<file path="config.mk">
export PLATFORM = sky130hd
export DESIGN_NAME = uart_tx_wm
export DESIGN_NICKNAME = d
export VERILOG_FILES = /design/src/rtl/txw_pkg.sv /design/src/rtl/txw_tickgen.sv /design/src/rtl/txw_fifo.sv /design/src/rtl/txw_shift.sv /design/src/rtl/uart_tx_wm.sv
export SDC_FILE = /design/constraint.sdc
export NUM_CORES = 1
export LEC_CHECK = 0
export BUFFER_PORTS_ARGS = -buffer_cell sky130_fd_sc_hd__buf_2
export CORE_MARGIN = 4
export CORE_UTILIZATION = 50
export CTS_CLUSTER_DIAMETER = 40
export DETAILED_ROUTE_END_ITERATION = 7
export PLACE_DENSITY_LB_ADDON = 0.08
export SYNTH_ARGS = -nofsm -noshare
export SYNTH_HDL_FRONTEND = slang
export SYNTH_SLANG_ARGS = --single-unit
</file>
<file path="constraint.sdc">
create_clock -name clk -period 6.6 [get_ports clk]
set_input_delay 1.32 -clock clk [delete_from_list [all_inputs] [get_ports clk]]
set_output_delay 1.32 -clock clk [all_outputs]
set_load 0.01 [all_outputs]
</file>
<file path="src/rtl/txw_pkg.sv">
package txw_pkg;
   localparam int OVS      = 16;
   localparam int SUBW     = $clog2(OVS);
   localparam int LOAD_SUB = 8;
   localparam int FRW      = 11;

   typedef logic [FRW-1:0] frame_t;

   function automatic frame_t build_frame(input logic nine, input logic [8:0] d);
      return nine ? {1'b1, d, 1'b0} : {2'b11, d[7:0], 1'b0};
   endfunction
endpackage

</file>
<file path="src/rtl/txw_tickgen.sv">
module txw_tickgen #(
   parameter int DIV = 4,
   localparam int W  = (DIV > 1) ? $clog2(DIV) : 1
) (
   input  logic clk,
   input  logic rst_n,
   output logic tick
);
   logic [W-1:0] cnt;

   assign tick = (cnt == W'(DIV - 1));

   always_ff @(posedge clk or negedge rst_n) begin
      if (!rst_n)    cnt <= '0;
      else if (tick) cnt <= '0;
      else           cnt <= cnt + 1'b1;
   end
endmodule

</file>
<file path="src/rtl/txw_fifo.sv">
module txw_fifo #(
   parameter int DEPTH = 4,
   parameter int W     = 9,
   localparam int AW   = $clog2(DEPTH),
   localparam int CW   = $clog2(DEPTH + 1)
) (
   input  logic          clk,
   input  logic          rst_n,
   input  logic          push,
   input  logic          pop,
   input  logic [W-1:0]  din,
   output logic [W-1:0]  dout,
   output logic [CW-1:0] cnt,
   output logic          full,
   output logic          empty
);
   logic [W-1:0]  mem [DEPTH];
   logic [AW-1:0] wp, rp;
   logic          push_ok, pop_ok;

   function automatic logic [AW-1:0] step(input logic [AW-1:0] p);
      return (p == AW'(DEPTH - 1)) ? '0 : p + 1'b1;
   endfunction

   assign full    = (cnt == CW'(DEPTH));
   assign empty   = (cnt == '0);
   assign push_ok = push & ~full;
   assign pop_ok  = pop & ~empty;
   assign dout    = mem[rp];

   always_ff @(posedge clk) begin
      if (push_ok) mem[wp] <= din;
   end

   always_ff @(posedge clk or negedge rst_n) begin
      if (!rst_n) begin
         wp  <= '0;
         rp  <= '0;
         cnt <= '0;
      end else begin
         if (push_ok) wp <= step(wp);
         if (pop_ok)  rp <= step(rp);
         cnt <= cnt + CW'(push_ok) - CW'(pop_ok);
      end
   end
endmodule

</file>
<file path="src/rtl/txw_shift.sv">
module txw_shift
   import txw_pkg::*;
(
   input  logic       clk,
   input  logic       rst_n,
   input  logic       tick,
   input  logic       en,
   input  logic       pre_req,
   input  logic       have_data,
   input  logic       nine,
   input  logic [8:0] head,
   output logic       pop,
   output logic       take_pre,
   output logic       busy,
   output logic       tx
);
   frame_t    sreg, nxt, newframe;
   logic      have_next, want, at_slot, start_idle, slot_load, load;
   logic [SUBW-1:0] sub;
   logic [3:0] bitcnt, last;

   assign last       = nine ? 4'd10 : 4'd9;
   assign want       = en & (pre_req | have_data);
   assign at_slot    = busy & (sub == SUBW'(LOAD_SUB)) & (bitcnt == last) & ~have_next;
   assign start_idle = tick & ~busy & want;
   assign slot_load  = tick & at_slot & want;
   assign load       = start_idle | slot_load;
   assign take_pre   = load & pre_req;
   assign pop        = load & ~pre_req;
   assign newframe   = pre_req ? '1 : build_frame(nine, head);
   assign tx         = busy ? sreg[0] : 1'b1;

   always_ff @(posedge clk or negedge rst_n) begin
      if (!rst_n) begin
         busy      <= 1'b0;
         sub       <= '0;
         bitcnt    <= '0;
         sreg      <= '1;
         nxt       <= '1;
         have_next <= 1'b0;
      end else if (tick) begin
         if (!busy) begin
            if (want) begin
               sreg   <= newframe;
               busy   <= 1'b1;
               sub    <= '0;
               bitcnt <= '0;
            end
         end else begin
            sub <= sub + 1'b1;
            if (slot_load) begin
               nxt       <= newframe;
               have_next <= 1'b1;
            end
            if (sub == SUBW'(OVS - 1)) begin
               if (bitcnt == last) begin
                  if (have_next) begin
                     sreg      <= nxt;
                     have_next <= 1'b0;
                     bitcnt    <= '0;
                  end else begin
                     busy <= 1'b0;
                  end
               end else begin
                  sreg   <= {1'b1, sreg[FRW-1:1]};
                  bitcnt <= bitcnt + 1'b1;
               end
            end
         end
      end
   end
endmodule

</file>
<file path="src/rtl/uart_tx_wm.sv">
module uart_tx_wm #(
   parameter int DEPTH    = 4,
   parameter int TICK_DIV = 4,
   localparam int CW      = $clog2(DEPTH + 1)
) (
   input  logic          clk,
   input  logic          rst_n,
   input  logic          en,
   input  logic          nine_bit,
   input  logic          wr_en,
   input  logic [8:0]    wr_data,
   input  logic [CW-1:0] watermark,
   output logic          tdre,
   output logic          wr_err,
   output logic          tx
);
   generate
      if (DEPTH < 2) begin : g_bad_depth
         $error("uart_tx_wm: DEPTH must be at least 2");
      end
      if (TICK_DIV < 1) begin : g_bad_div
         $error("uart_tx_wm: TICK_DIV must be at least 1");
      end
   endgenerate

   logic          tick, fifo_full, fifo_empty, pop, take_pre, busy;
   logic          en_q, pre_pend, pre_req, acc;
   logic [8:0]    head;
   logic [CW-1:0] fifo_cnt, cnt_next;

   assign acc      = wr_en & ~fifo_full;
   assign cnt_next = fifo_cnt + CW'(acc) - CW'(pop);
   assign pre_req  = pre_pend | (en & ~en_q);

   txw_tickgen #(.DIV(TICK_DIV)) u_tick (
      .clk(clk), .rst_n(rst_n), .tick(tick)
   );

   txw_fifo #(.DEPTH(DEPTH), .W(9)) u_fifo (
      .clk(clk), .rst_n(rst_n), .push(wr_en), .pop(pop), .din(wr_data),
      .dout(head), .cnt(fifo_cnt), .full(fifo_full), .empty(fifo_empty)
   );

   txw_shift u_shift (
      .clk(clk), .rst_n(rst_n), .tick(tick), .en(en), .pre_req(pre_req),
      .have_data(~fifo_empty), .nine(nine_bit), .head(head), .pop(pop),
      .take_pre(take_pre), .busy(busy), .tx(tx)
   );

   always_ff @(posedge clk or negedge rst_n) begin
      if (!rst_n) begin
         en_q     <= 1'b0;
         pre_pend <= 1'b0;
         tdre     <= 1'b1;
         wr_err   <= 1'b0;
      end else begin
         en_q     <= en;
         pre_pend <= pre_req & ~take_pre;
         if (wr_en & fifo_full) wr_err <= 1'b1;
         if (pop)                                tdre <= (cnt_next <= watermark);
         else if (acc && (cnt_next > watermark)) tdre <= 1'b0;
      end
   end
endmodule

</file>
* Yosys cells after proc, flatten, opt, wreduce, memory -nomap -nowiden
Memories as Yosys holds them, arrays and structs flattened.
Cells that the tools add are included.
** Word-level totals
- Flip-flop bits (word level) :: 45
- Bits in latches :: 0
- Memories kept :: 1
- ROM bits :: 0
- Logic and storage cells :: 98
- Input bits :: 17
- Output and inout port bits :: 3
- Memory bits (writable) :: 36
** Memories
- u_fifo.mem :: words 4, width 9, read ports 1, clocked after memory_dff 0, wr ports 1, RTL line txw_fifo.sv:17 : logic [W-1:0] mem [DEPTH];
** Operators by class
- Bitwise gates (word level) :: 25
- Reductions and logical operators :: 8
- Eq/ne operators :: 9
- Multipliers :: 0
- Divide/modulo/power cells :: 0
- $lt $le $gt $ge :: 2
- Add/subtract/negate cells :: 8
- Shift operators :: 0
- Multiplexer cells :: 31
** Operators with widths (count)
- $mux W11 :: 6
- $mux W4 :: 6
- $and A1 B1 Y1 :: 15
- $mux W1 :: 14
- $mux W10 :: 1
- $add A4 B1 Y4 const B :: 2
- $eq A4 B4 Y1 const B :: 2
- $mux W2 :: 4
- $not A1 Y1 :: 7
- $add A2 B1 Y2 const B :: 3
- $eq A2 B2 Y1 const B :: 3
- $sub A3 B1 Y3 :: 2
- $eq A4 B4 Y1 :: 1
- $reduce_and A2 Y1 :: 2
- $reduce_and A4 Y1 :: 1
- $reduce_bool A2 Y1 :: 2
- $add A3 B1 Y3 :: 1
- $eq A3 B3 Y1 const B :: 1
- $gt A3 B3 Y1 :: 1
- $le A3 B3 Y1 :: 1
- $logic_not A3 Y1 :: 1
- $ne A3 B3 Y1 const B :: 1
- $or A1 B1 Y1 :: 3
- $reduce_and A3 Y1 :: 1
- other kinds (2) :: 2

* Logic depth before layout (Yosys ltp)
Gate-level depths: netlist (run 1).
- Depth in word-level cells :: 13
- Gate-level depth with buffers :: 13
- Gate-level depth less buffers :: 13

* Hierarchy
A second synthesis (run 1) with hierarchy kept.
** Unflattened totals
- Cells, all modules :: 271
- Area, all modules :: 3764.9 um^2
** Modules (own cells, without submodules)
- txw_fifo :: sequential area each 1256.2 um^2, times used 1, area each 1764.2 um^2, cells an instance 86
- txw_shift :: sequential area each 775.7 um^2, times used 1, area each 1629.1 um^2, cells an instance 150
- uart_tx_wm :: sequential area each 101.3 um^2, times used 1, area each 305.3 um^2, cells an instance 31
- txw_tickgen :: sequential area each 50.0 um^2, times used 1, area each 66.3 um^2, cells an instance 4

* Worst setup path before layout (run 1)
Ideal clock, no wire load.
- Kind :: input -> register
- From :: input nine_bit
- To :: register tdre
- Setup slack :: 3.321 ns
- Stages :: 11
- Required time :: 6.539 ns
- Arrival :: 3.218 ns
- Setup time :: 0.061 ns
- Buffers on the path :: 0
- Path through :: nor3b_1 o2111ai_1 a211oi_1 ha_1 ha_1 inv_1 ha_1 nor2b_1 o21a_1 o21ai_0 o22a_1
** Between the ends
- Word-level cells in the longest chain between the ends :: 12
- Elaborated cells between the ends (all ways) :: 14
- Those cells by class :: add/sub: 1; order compare: 2; eq/ne: 1; mux: 2; bitwise: 6; reduce/logical: 2
** RTL lines
- start, declared :: RTL line uart_tx_wm.sv:9 : input logic nine_bit,
- $mux W2 (*) :: RTL line txw_shift.sv:22 : assign last = nine ? 4'd10 : 4'd9;
- $eq A4 B4 Y1 (*) :: RTL line txw_shift.sv:24 : assign at_slot = busy & (sub == SUBW'(LOAD_SUB)) & (bitcnt == last) & ~have_next;
- $and A1 B1 Y1 (*) (2 in a row) :: RTL line txw_shift.sv:24
- $and A1 B1 Y1 (*) (2 in a row) :: RTL line txw_shift.sv:26 : assign slot_load = tick & at_slot & want;
- $or A1 B1 Y1 (*) :: RTL line txw_shift.sv:27 : assign load = start_idle | slot_load;
- $and A1 B1 Y1 (*) :: RTL line txw_shift.sv:29 : assign pop = load & ~pre_req;
- $sub A3 B1 Y3 :: RTL line uart_tx_wm.sv:32 : assign cnt_next = fifo_cnt + CW'(acc) - CW'(pop);
- $gt A3 B3 Y1 :: RTL line uart_tx_wm.sv:61 : else if (acc && (cnt_next > watermark)) tdre <= 1'b0;
- $logic_and A1 B1 Y1 :: RTL line uart_tx_wm.sv:61
- $reduce_bool A2 Y1 (no line)
- end signal, assigned :: RTL line uart_tx_wm.sv:60 : if (pop) tdre <= (cnt_next <= watermark);
- end, declared :: RTL line uart_tx_wm.sv:13 : output logic tdre,
Mark *: on every way between the ends. The rest lies on a longest branch, timed or not.
A chain may end at the register's enable or synchronous reset.

* Final worst setup path (run 1)
- From :: input wr_en
- To :: register tdre
** Between the ends
- Word-level cells in the longest chain between the ends :: 6
- Elaborated cells between the ends (all ways) :: 8
- Those cells by class :: add/sub: 2; order compare: 2; mux: 1; bitwise: 1; reduce/logical: 2
** RTL lines
- start, declared :: RTL line uart_tx_wm.sv:10 : input logic wr_en,
- $and A1 B1 Y1 (*) :: RTL line uart_tx_wm.sv:31 : assign acc = wr_en & ~fifo_full;
- named net acc :: RTL line uart_tx_wm.sv:27 : logic en_q, pre_pend, pre_req, acc;
- $add A3 B1 Y3 :: RTL line uart_tx_wm.sv:32
- $sub A3 B1 Y3 :: RTL line uart_tx_wm.sv:32
- $gt A3 B3 Y1 :: RTL line uart_tx_wm.sv:61
- $logic_and A1 B1 Y1 :: RTL line uart_tx_wm.sv:61
- $reduce_bool A2 Y1 (no line)
Mark *: on every way through the listed nets, which the timed path passes. The rest lies on a longest branch.

==> results.md, run 1 <==
- CP max stage cell: a21boi_1
- Synth top area share: between 20% and 30%
- Max cap viols: 0
- First-pass GRT wire length: just over 10000 um
- Total Power: ~0.0014 W
- Initial DRT Pass Iterations: 4
- Avg WL per Cell: 14.8 um
- Flop and latch count out of synthesis: a little under 80
- Initial drt markers: between 60 and 70
- Worst-path clk slew: about 0.090 ns
- Final Hold Violating Endpoints: 0
- Post-Syn Area per Cell: roughly 14 um2
- Worst path most repeated cell: ha_1
- Fin util: roughly 57%
- Normalized max-slew margin: 36.1%
- Worst Tran Pin Value: 0.958 ns
- Hold Startpoint: u_tick.cnt[0]
- Min-Delay Path Depth: 1
- Largest net degree at the start of global routing: 44
- Setup TNS: 0 ns
- Tmin final: 3.28 ns
- Clock Latency Late Sink: 0.36 ns
- Worst r2r dst: tdre
- Vias in the first global route: ~2100
- Final Max Tran Viols: 0
- Leakage: about 1.7 nW
- Status: completed
- Row cnt: 31
- H-tree depth: 3
- Residual DRC count: 0
- P per Cell Area: between 300 and 400 nW/um2
- Synth Cell Area: roughly 3700 um2
- Hold buffer count at CTS: 0
- Worst hold slack: around 0.44 ns
- Layout Skew: between 0.01 and 0.015 ns
- Die Y: around 94 um
- Leading area contributor after synthesis: edfxtp_1
- Clock sinks: about 80
- FF+latch area: approximately 2200 um2
- I/O pin count: 20
- Net Count, Synth: 305
- Share of layout cells above drive strength 1: between 20% and 30%
- Root buf cell: clkbuf_8
- Vias per std cell: 5.28
- Crit path launch: wr_en
- R2r startpoint: u_shift.busy
- WL final: about 5900 um
- Critical Path Max Stage Delay: around 0.54 ns
- CP Class: input pin to flop
- Period utilization: roughly half
- Crit-path max FO: 10
- Hold Crit Class: flop to flop
- Syn. warnings: 0
- Via Count: approximately 2100
- R2R depth: 11
- Area delta synth->final: 10.7%
- Synth area leaders: edfxtp_1, dfstp_2, dfrtp_1, ha_1, mux4_2
- Crit path DAT: roughly 3.6 ns
- RSZ-0062 raised after global routing: false
- Critical Path End Type: flop
- CP cell instances: buf_2 -> a21boi_1 -> ha_1 -> inv_1 -> ha_1 -> ha_1 -> inv_1 -> ha_1 -> nor2b_1 -> o21a_1 -> o21ai_0 -> o22a_1
- Max Clk Rate: 305 MHz
- Gr ovfl total: 0
- Antenna violations before repair: 0
- Data required, critical path: between 6 and 7 ns
- Fill cells: between 600 and 700
- CORE AREA: between 7000 and 8000 um2
- Post-cts gate resize count: 0
- Multi-input gate area: approximately 1400 um2
- Antenna cells: 0
- Syn Inst Count: 270
- Synth cell types: 39
- Starting Density: 51.1%
- Final Setup Violations: 0
- Nets: between 300 and 400
- Chip width: around 94 um
- Seq/Total Area, Yosys: between 50 and 60%
- # Post-CTS Setup Buffers: 0
- Startpoint Class: input pin
- CTS buffer count: 9
- Port Buffers: 19
- CTS tree: built
- Peak VDD IR: 177 uV
- Overall Global Routing Usage: 15.3%
- Worst Setup EP: tdre
- Clk buf depth: 2
- Routed Antenna Nets: 0
- Reg2reg setup slack: 3.53 ns
- GPL Wtd Cong: a little under 0.7
- Die area: ~9000 um2
- DPL Wire Length: around 4000 um
[area by class of cell]
class	instances	share of cell area, %
sequential	79	53.4
multi-input combinational	164	33.9
clock buffer	9	3.03
tap	99	3.03
timing repair buffer	21	2.70
clock inverter	7	2.33
inverter	17	1.56
[synthesized netlist by cell type]
cell       number
o22a_1          2
nor3b_1         2
nand3_1         5
a21oi_1        14
nand2_1         6
o21ai_0        10
nor2b_1         3
xnor2_1         4
a21o_1          1
o22ai_4         1
o21ai_1         5
inv_1          17
dfstp_2        21
and3b_1         1
clkbuf_1        4
a31o_2          1
and3_1          2
ha_1           18
nor2_1         29
buf_6           2
mux2i_1        17
or4b_4          1
a21boi_1        1
a211oi_2        1
nand3b_1        1
nand2b_1        4
and2_1          5
buf_2           4
mux2_2          7
a32o_1          1
a211oi_1        1
o21a_1          2
o21ai_4         1
edfxtp_1       36
a22o_1          2
o2111ai_1       1
mux2_4          6
dfrtp_1        22
mux4_2          9
[metrics by stage]
| stage | cell area [um2] | cells | worst slack (ns) |
|---|---|---|---|
| after floorplan | 3690 | 270 | 3.32 |
| after global placement | 3870 | 380 | 3.01 |
| after detailed placement | 3870 | 380 | 2.95 |
| after CTS | 4090 | 396 | 3.33 |
| after global routing | 4090 | 396 | 3.11 |
| final | 4090 | 396 | 3.32 |
[worst min path at each step]
stage / endpoint / slack, ns
2_1_floorplan: u_tick.cnt[0] / 0.41
3_3_place_gp: u_tick.cnt[0] / 0.42
3_5_place_dp: u_tick.cnt[0] / 0.43
4_1_cts: u_tick.cnt[0] / 0.44
5_1_grt: u_tick.cnt[0] / 0.48
6_report: u_tick.cnt[0] / 0.44
[power breakdown]
| group | internal [W] | switching (W) |
|---|---|---|
| registers | 0.000646 | 0.0000650 |
| clock network | 0.000187 | 0.000202 |
| logic | 0.000153 | 0.000146 |
| total | 0.000987 | 0.000413 |
[critical path, delay by kind of cell]
family | cells | cell delay, ns
compound gates | 4 | 0.99
fa+ha+maj | 4 | 0.93
buf+inv | 3 | 0.21
simple gates | 1 | 0.13
[sequential cells by signal, indices dropped and copies added (netlist names)]
| register | count |
|---|---|
| u_fifo.mem | 36 |
| u_shift.sreg | 10 |
| u_shift.busy | 1 |
| en_q | 1 |
| tdre | 1 |
| u_shift.bitcnt | 4 |
| u_fifo.rp | 2 |
| u_shift.sub | 4 |
| pre_pend | 1 |
| u_shift.nxt | 10 |
| u_fifo.wp | 2 |
| u_shift.have_next | 1 |
| u_fifo.cnt | 3 |
| wr_err | 1 |
| u_tick.cnt | 2 |
[routing by layer]
metal	global-route usage, %	up-vias	wire (um)
li1	-	1018	-
met1	20.0	1043	2690
met2	24.1	23	2900
met3	4.57	8	189
met4	5.66	0	80
met5	0	-	0
[layout by cell type, fill, tap and decap left out, drive strengths merged, types with 5 or more instances in the layout]
cell type and instances:
buf 21, nor2 29, mux2 13, dfstp 21, nand2 6, mux4 9, ha 18, nand3 5
clkbuf 9, edfxtp 36, and2 5, mux2i 17, inv 22, dfrtp 22, a21oi 14, o21ai 16
[cells by family (layout without fill, tap and decap cells)]
kind of cell,Yosys count,count (layout),share of synthesized area (%)
DFF,79,79,59.2
and+or+nand+nor,59,59,7.83
AOI/OAI and AO/OA,44,44,7.97
muxes,39,39,14.7
buffers and inverters,27,54,3.29
adders and majority gates,18,18,6.10
xor gates and xnor gates,4,4,0.949
No activity file was read; power rests on OpenSTA's default activity.
==> inputs of run 2 (changes only) <==
Clock period 6.6 ns to 2.65 ns, I/O delays scaled along.
==> run 2 against run 1 <==
Via count about the same. Sequential cell count unchanged. Combinational power rose to 2.7 times the previous value. Final cell count up 3.8%. Clock skew down 0.0031 ns. Clock power rose to 2.6 times the previous value. Largest cell class unchanged. Largest power group unchanged.
==> results.md, run 2 (synthesis gave the netlist of run 1 again) <==
- Worst r2r dst: tdre (unchanged)
- Via Count: 2090 (was 2092)
- Final Setup Violations: 0 (unchanged)
- Die area: 8820 um2 (unchanged)
- WL final: 5960 um (was 5850 um)
- Area delta synth->final: 14.6% (was 10.7%)
- Sw power: 0.00101 W (was 0.000413 W)
- Worst-path clk slew: 0.09 ns (about the same)
- Overall Global Routing Usage: 15.8% (was 15.3%)
- Post-Route M1 WL: 2720 um (was 2690 um)
- Worst hold slack: 0.0953 ns (was 0.441 ns)
- Largest net degree at the start of global routing: 28 (was 44)
- CTS buffer count: 9 (unchanged)
- Gr ovfl total: 0 (unchanged)
- Placed Instances: 394 (was 380)
- Critical Path End Type: flop (unchanged)
- Commonest non-fill, non-tap cell in the layout: edfxtp_1 (unchanged)
- Met2 Wirelength: 2950 um (was 2900 um)
- Vias in the first global route: 2115 (was 2106)
- Leakage: 1.81 nW (was 1.73 nW)
- Int Power: 0.00259 W (was 0.000987 W)
- Tmin final: 2.51 ns
- Finished Layout Cells: 411 (was 396)
- CTS tree: built (unchanged)
- Root buf cell: clkbuf_8 (unchanged)
- Setup TNS: 0 ns (unchanged)
- Die Y: 93.9 um (unchanged)
- Clock power frac: 28.6% (was 27.8%)
- Period utilization: 94.8%
- Initial drt markers: 50 (was 63)
- GPL Wtd Cong: 0.761 (was 0.694)
- Met3 wire len: 211 um (was 189 um)
- Status: completed (unchanged)
- CP Class: flop to flop (was input pin to flop)
- Share of layout cells above drive strength 1: 33.0% (was 28.6%)
- Antenna cells: 0 (unchanged)
- Vias per std cell: 5.09 (was 5.28)
- Final Hold Violating Endpoints: 0 (unchanged)
- Clock Latency Late Sink: 0.35 ns (was 0.36 ns)
- Max cap viols: 0 (unchanged)
- Data required, critical path: 2.95 ns (was 6.90 ns)
- P per Cell Area: 850 nW/um2 (was 343 nW/um2)
- Port Buffers: 19 (unchanged)
- Max FFs per register: 36 (unchanged)
- Fill cells: 609 (was 629)
- R2R depth: 11 (unchanged)
- R2r startpoint: u_fifo.cnt[1] (was u_shift.busy)
- Avg WL per Cell: 14.5 um (was 14.8 um)
- Nets: 342 (was 327)
- I/O pin count: 20 (unchanged)
- H-tree depth: 3 (unchanged)
- Chip width: 93.9 um (unchanged)
- Initial DRT Pass Iterations: 4 (unchanged)
- Top flop regs: u_fifo.mem x36, u_shift.nxt x10, u_shift.sreg x10 (unchanged)
- First-pass GRT wire length: 10500 um (was 10200 um)
- Starting Density: 51.1% (unchanged)
- Antenna violations before repair: 0 (unchanged)
- Highest Signal Layer: met4 (unchanged)
- Routed Antenna Nets: 0 (unchanged)
- Max Clk Rate: approximately 400 MHz
- CORE AREA: 7210 um2 (unchanged)
- Hold Crit Class: input pin to async pin (was flop to flop)
- Fin util: 58.6% (was 56.6%)
- Normalized max-slew margin: 61.4% (was 36.1%)
- Clock sinks: 79 (unchanged)
- Switching Fraction: 28.1% (was 29.5%)
- Sequential share of power: 48.8% (was 50.8%)
- Commonest cells after routing, fill and taps aside: edfxtp_1, nor2_1, dfrtp_1 (unchanged)
- Layout Skew: 0.0102 ns (was 0.0133 ns)
- Residual DRC count: 0 (unchanged)
- Clk buf depth: 2 (unchanged)
- Peak VDD IR: 550 uV (was 177 uV)
- Hold buffer count at CTS: 0 (unchanged)
- Reg2reg setup slack: 0.14 ns (was 3.53 ns)
- DPL Wire Length: 4240 um (was 3960 um)
- Crit-path max FO: 2 (was 10)
- Final Max Tran Viols: 0 (unchanged)
- Row cnt: 31 (unchanged)
- Largest reg by FF count: u_fifo.mem (unchanged)
- Startpoint Class: flop (was input pin)
- Logic gate share of total power: 22.5% (was 21.4%)
- Crit path DAT: 2.81 ns (was 3.58 ns)
- Worst Tran Pin Value: 0.579 ns (was 0.958 ns)
-- run 2: routing by layer --
metal	vias to the layer above	track usage, %
met3	6	5.13
li1	1046	-
met2	30	24.4
met1	1008	21.2
met4	0	4.69
met5	-	0
-- run 2: power groups by stage --
stage | sequential, W | combinational (W) | clock, W
4_1_cts | 0.00176 | 0.000814 | 0.00106
2_1_floorplan | 0.00175 | 0.000599 | 0
6_report | 0.00176 | 0.000810 | 0.00103
3_5_place_dp | 0.00178 | 0.000812 | 0
5_1_grt | 0.00179 | 0.000942 | 0.00112
3_3_place_gp | 0.00178 | 0.000789 | 0
-- run 2: area by class of cell --
cell class	count	area [um2]	area share (%)
multi-input cells	164	1400	33.1
clock inverters	7	109	2.57
repair buffers	36	223	5.27
flip-flops and latches	79	2180	51.6
well taps	99	124	2.93
clock buffers	9	124	2.93
inverters	17	63.8	1.51
-- run 2: worst max-delay path: stages (launching register included) --
cell,delay [ns]
dfrtp_1,0.38
or4b_4,0.56
o21ai_4,0.15
a211oi_2,0.05
ha_1,0.20
ha_1,0.26
inv_1,0.04
ha_1,0.28
nor2b_1,0.14
o21a_1,0.15
o21ai_0,0.13
o22a_1,0.14
-- run 2: how the worst max path moves through the flow --
stage,slack (ns),endpoint,cells past startpoint,start
finish,0.14,tdre,11,u_fifo.cnt[1]
detailed placement,-0.12,tdre,13,nine_bit
global placement,-0.1,tdre,12,nine_bit
floorplan,0.11,tdre,11,pre_pend
global route,-0.05,tdre,13,u_shift.sub[0]
CTS,0.03,tdre,13,u_shift.sub[0]
-- run 2: what timing repair did --
item | CTS | global route
setup buffers | 0 | 1
resized for setup | 0 | 3
endpoints found under the setup margin | 0 | 1
-- run 2: through the flow --
stage | setup slack (ns) | total power, W | instance area [um2]
floorplan | 0.109 | 0.00235 | 3690
global placement | -0.0954 | 0.00257 | 3970
detailed placement | -0.116 | 0.00260 | 3970
CTS | 0.0264 | 0.00364 | 4200
global route | -0.0514 | 0.00385 | 4230
finish | 0.137 | 0.00360 | 4230
==> inputs of run 3 (changes only) <==
Settings changed: SKIP_LAST_GASP set to 1, SYNTH_HIERARCHICAL set to 1.
==> run 3 against run 2 <==
The flow now finishes with violations (setup timing). Routed wire length rose by 12%. Utilization rose by 2.2 points. Global-route usage rose by 1.1 points. Clock power fell by 9%. Sequential cell count did not move. Critical endpoint unchanged. Highest routed layer unchanged. Die area rose by 1.9%. Sequential power fell by 14%. Area after synthesis rose by 2.0%. Final cell count rose by 3.6%. Sequential share of layout area fell by 2.4 points. Worst setup slack got worse by 0.69 ns.
==> results.md, run 3 <==
- Status: finished, violations left (was completed)
- Failing checks: setup timing
- Switching Fraction: 28.9% (was 28.1%)
- Worst Tran Pin Value: 0.817 ns (was 0.579 ns)
- Overall Global Routing Usage: 16.9% (was 15.8%)
- Fill cells: 615 (was 609)
- Initial DRT Pass Iterations: 4 (unchanged)
- Logic gate share of total power: 22.3% (was 22.5%)
- Largest reg by FF count: u_fifo/mem (was u_fifo.mem)
- Crit path DAT: 3.48 ns (was 2.81 ns)
- Clk buf depth: 2 (unchanged)
- P per Cell Area: 714 nW/um2 (was 850 nW/um2)
- Int Power: 0.00225 W (was 0.00259 W)
- Leakage: 1.80 nW (was 1.81 nW)
- Top flop regs: u_fifo/mem x36, u_shift/nxt x10, u_shift/sreg x10 (was u_fifo.mem x36, u_shift.nxt x10, u_shift.sreg x10)
- CTS buffer count: 9 (unchanged)
- Port Buffers: 19 (unchanged)
- Antenna cells: 0 (unchanged)
- I/O pin count: 20 (unchanged)
- Final Setup Violations: 2 (was 0)
- Avg WL per Cell: 15.7 um (was 14.5 um)
- Flop and latch count out of synthesis: 79 (unchanged)
- Leading area contributor after synthesis: edfxtp_1 (unchanged)
- Routed Antenna Nets: 0 (unchanged)
- Synth top area share: 28.7% (was 29.3%)
- Vias in the first global route: 2355 (was 2115)
- Nets: 357 (was 342)
- Vias per std cell: 5.20 (was 5.09)
- Commonest cells after routing, fill and taps aside: edfxtp_1, buf_4, dfrtp_1, nor2_1, dfstp_2 (was edfxtp_1, nor2_1, dfrtp_1)
- Hold Crit Class: input pin to async pin (unchanged)
- Final Hold Violating Endpoints: 0 (unchanged)
- Post-Syn Area per Cell: 13.9 um2 (was 13.7 um2)
- Area delta synth->final: 17.8% (was 14.6%)
- Normalized max-slew margin: 45.6% (was 61.4%)
- Net Count, Synth: 306 (was 305)
- Placed Instances: 408 (was 394)
- Period utilization: 121% (was 94.8%)
- Critical Path End Type: flop (unchanged)
- Pre-CTS setup slack: -0.867 ns (was -0.116 ns)
- Sw power: 0.000916 W (was 0.00101 W)
- Chip width: 94.8 um (was 93.9 um)
- Seq/Total Area, Yosys: 58.0% (was 59.2%)
- Root buf cell: clkbuf_8 (unchanged)
- Layout Skew: 0.00791 ns (was 0.0102 ns)
- Final setup margin: -0.549 ns (was 0.137 ns)
- Tmin final: 3.20 ns (was 2.51 ns)
- Max cap viols: 0 (unchanged)
- Max Clk Rate: 313 MHz (was 398 MHz)
- Gr ovfl total: 0 (unchanged)
- Die Y: 94.8 um (was 93.9 um)
- DPL Wire Length: 4600 um (was 4240 um)
- Largest net degree at the start of global routing: 37 (was 28)
- CP Class: flop to flop (unchanged)
- Antenna violations before repair: 0 (unchanged)
- WL final: 6690 um (was 5960 um)
- Starting Density: 51.6% (was 51.1%)
- Finished Layout Cells: 426 (was 411)
- Top_reg_cell synth: edfxtp_1 (unchanged)
- Worst-path clk slew: 0.09 ns (about the same)
- Synth area leaders: edfxtp_1, dfstp_2, dfrtp_1, mux4_2, ha_1 (was edfxtp_1, dfstp_2, dfrtp_1, ha_1, mux4_2)
- Startpoint Class: flop (unchanged)
- Data required, critical path: 2.94 ns (was 2.95 ns)
- Peak VDD IR: 438 uV (was 550 uV)
- Commonest non-fill, non-tap cell in the layout: edfxtp_1 (unchanged)
- Syn Inst Count: 271 (was 270)
- Setup TNS: -0.642 ns (was 0 ns)
- Share of layout cells above drive strength 1: 41.9% (was 33.0%)
- R2R depth: 15 (was 11)
- CORE AREA: 7290 um2 (was 7210 um2)
- Clock power frac: 29.7% (was 28.6%)
- GPL Wtd Cong: 0.758 (was 0.761)
- H-tree depth: 3 (unchanged)
- EDFF count, synth: 36 (unchanged)
- Residual DRC count: 0 (unchanged)
- Top cells by count, synth: edfxtp_1, nor2_1, dfrtp_1 (unchanged)
- Synth cell types: 53 (was 39)
- Sequential share of power: 47.9% (was 48.8%)
- Syn. warnings: 6 (was 0)
- Die area: 8980 um2 (was 8820 um2)
- RSZ-0062 raised after global routing: true
- Count leader, synth: edfxtp_1 (unchanged)
- Row cnt: 31 (unchanged)
- Max FFs per register: 36 (unchanged)
- CTS tree: built (unchanged)
- Initial drt markers: 72 (was 50)
- First-pass GRT wire length: 11500 um (was 10500 um)
- Synth async-reset ratio: 54.4% (unchanged)
- Via Count: 2217 (was 2090)
- Synth Cell Area: 3760 um2 (was 3690 um2)
- Crit-path max FO: 3 (was 2)
- Final Max Tran Viols: 0 (unchanged)
- Clock sinks: 79 (unchanged)
- Worst hold slack: 0.270 ns (was 0.0953 ns)
- Clock Latency Late Sink: 0.35 ns (about the same)
## run 3: changes by cell type in the layout (fill, tap and decap cells not counted), sizes merged, moves of 3 or more
cell,before,now
nor3b,2,5
o21ai,16,6
nor2,29,23
a221o,0,8
buf,36,51
inv,21,24
mux2i,17,0
nor3,0,10
## run 3: power by group through the flow
stage | Combinational (W) | Clock (W) | Sequential [W]
2_1_floorplan | 0.000445 | 0 | 0.00155
3_3_place_gp | 0.000642 | 0 | 0.00153
3_5_place_dp | 0.000664 | 0 | 0.00153
4_1_cts | 0.000684 | 0.000975 | 0.00151
5_1_grt | 0.000797 | 0.00103 | 0.00153
6_report | 0.000707 | 0.000941 | 0.00152
## run 3: layer usage
metal / global-route usage, % / part of all wire (%)
met4: 5.77 / 0.58
met3: 4.30 / 2.6
met1: 21.9 / 46
met2: 27.6 / 50
met5: 0 / 0
## run 3: area by class of cell
cell class | instances | area, um2 | share of cell area (%)
Sequential cell | 79 | 2180 | 49.2
Multi-Input combinational cell | 162 | 1510 | 34.0
Timing Repair Buffer | 51 | 339 | 7.64
Clock buffer | 9 | 124 | 2.79
Tap cell | 99 | 124 | 2.79
Clock inverter | 7 | 86.3 | 1.95
Inverter | 19 | 71.3 | 1.61
## run 3: worst paths after layout
kind,endpoint,start,slack [ns]
setup reg to reg,tdre,u_shift/bitcnt[0],-0.55
hold reg to reg,u_tick/cnt[0],u_tick/cnt[0],0.46
hold / removal,u_shift/bitcnt[3],rst_n,0.27
max in group asynchronous,u_shift/nxt[3],rst_n,1.67
min in group clk,u_fifo/mem[2][0],wr_data[0],0.39
setup / recovery,tdre,u_shift/bitcnt[0],-0.55
## run 3: kinds of logic after synthesis
| kind of cell | count (synthesis) | share of synthesized area, % |
|---|---|---|
| buf+inv | 30 | 3.62 |
| compound gates | 46 | 10.0 |
| fa+ha+maj | 18 | 6.38 |
| mux | 23 | 9.67 |
| xor+xnor | 7 | 1.63 |
| simple gates | 68 | 10.7 |
| flops | 79 | 58.0 |
## run 3: stage by stage
stage	util [%]	area [um2]	total power, W
floorplan	-	3790	0.00200
global placement	57.2	4170	0.00217
detailed placement	57.2	4170	0.00220
CTS	60.3	4400	0.00317
global route	60.8	4440	0.00336
finish	60.8	4440	0.00317
## run 3: worst max-delay path, stage by stage (launching register included)
cell and delay, ns:
dfrtp_1 0.38, or3b_4 0.40, a2111oi_4 0.34, a21oi_2 0.09, nor2_2 0.12, ha_1 0.24, inv_1 0.06, ha_1 0.13
inv_1 0.05, fa_2 0.35, xnor2_2 0.15, xnor2_1 0.13, ha_1 0.33, nand2_1 0.06, o21a_1 0.16, o22a_1 0.15
## run 3: repair_timing
action	in CTS	in global routing
setup endpoints to repair	2	3
hold buffers	0	0
setup buffers	1	2
pin swaps	9	4
hold endpoints to repair	0	0
gates resized for setup	3	7
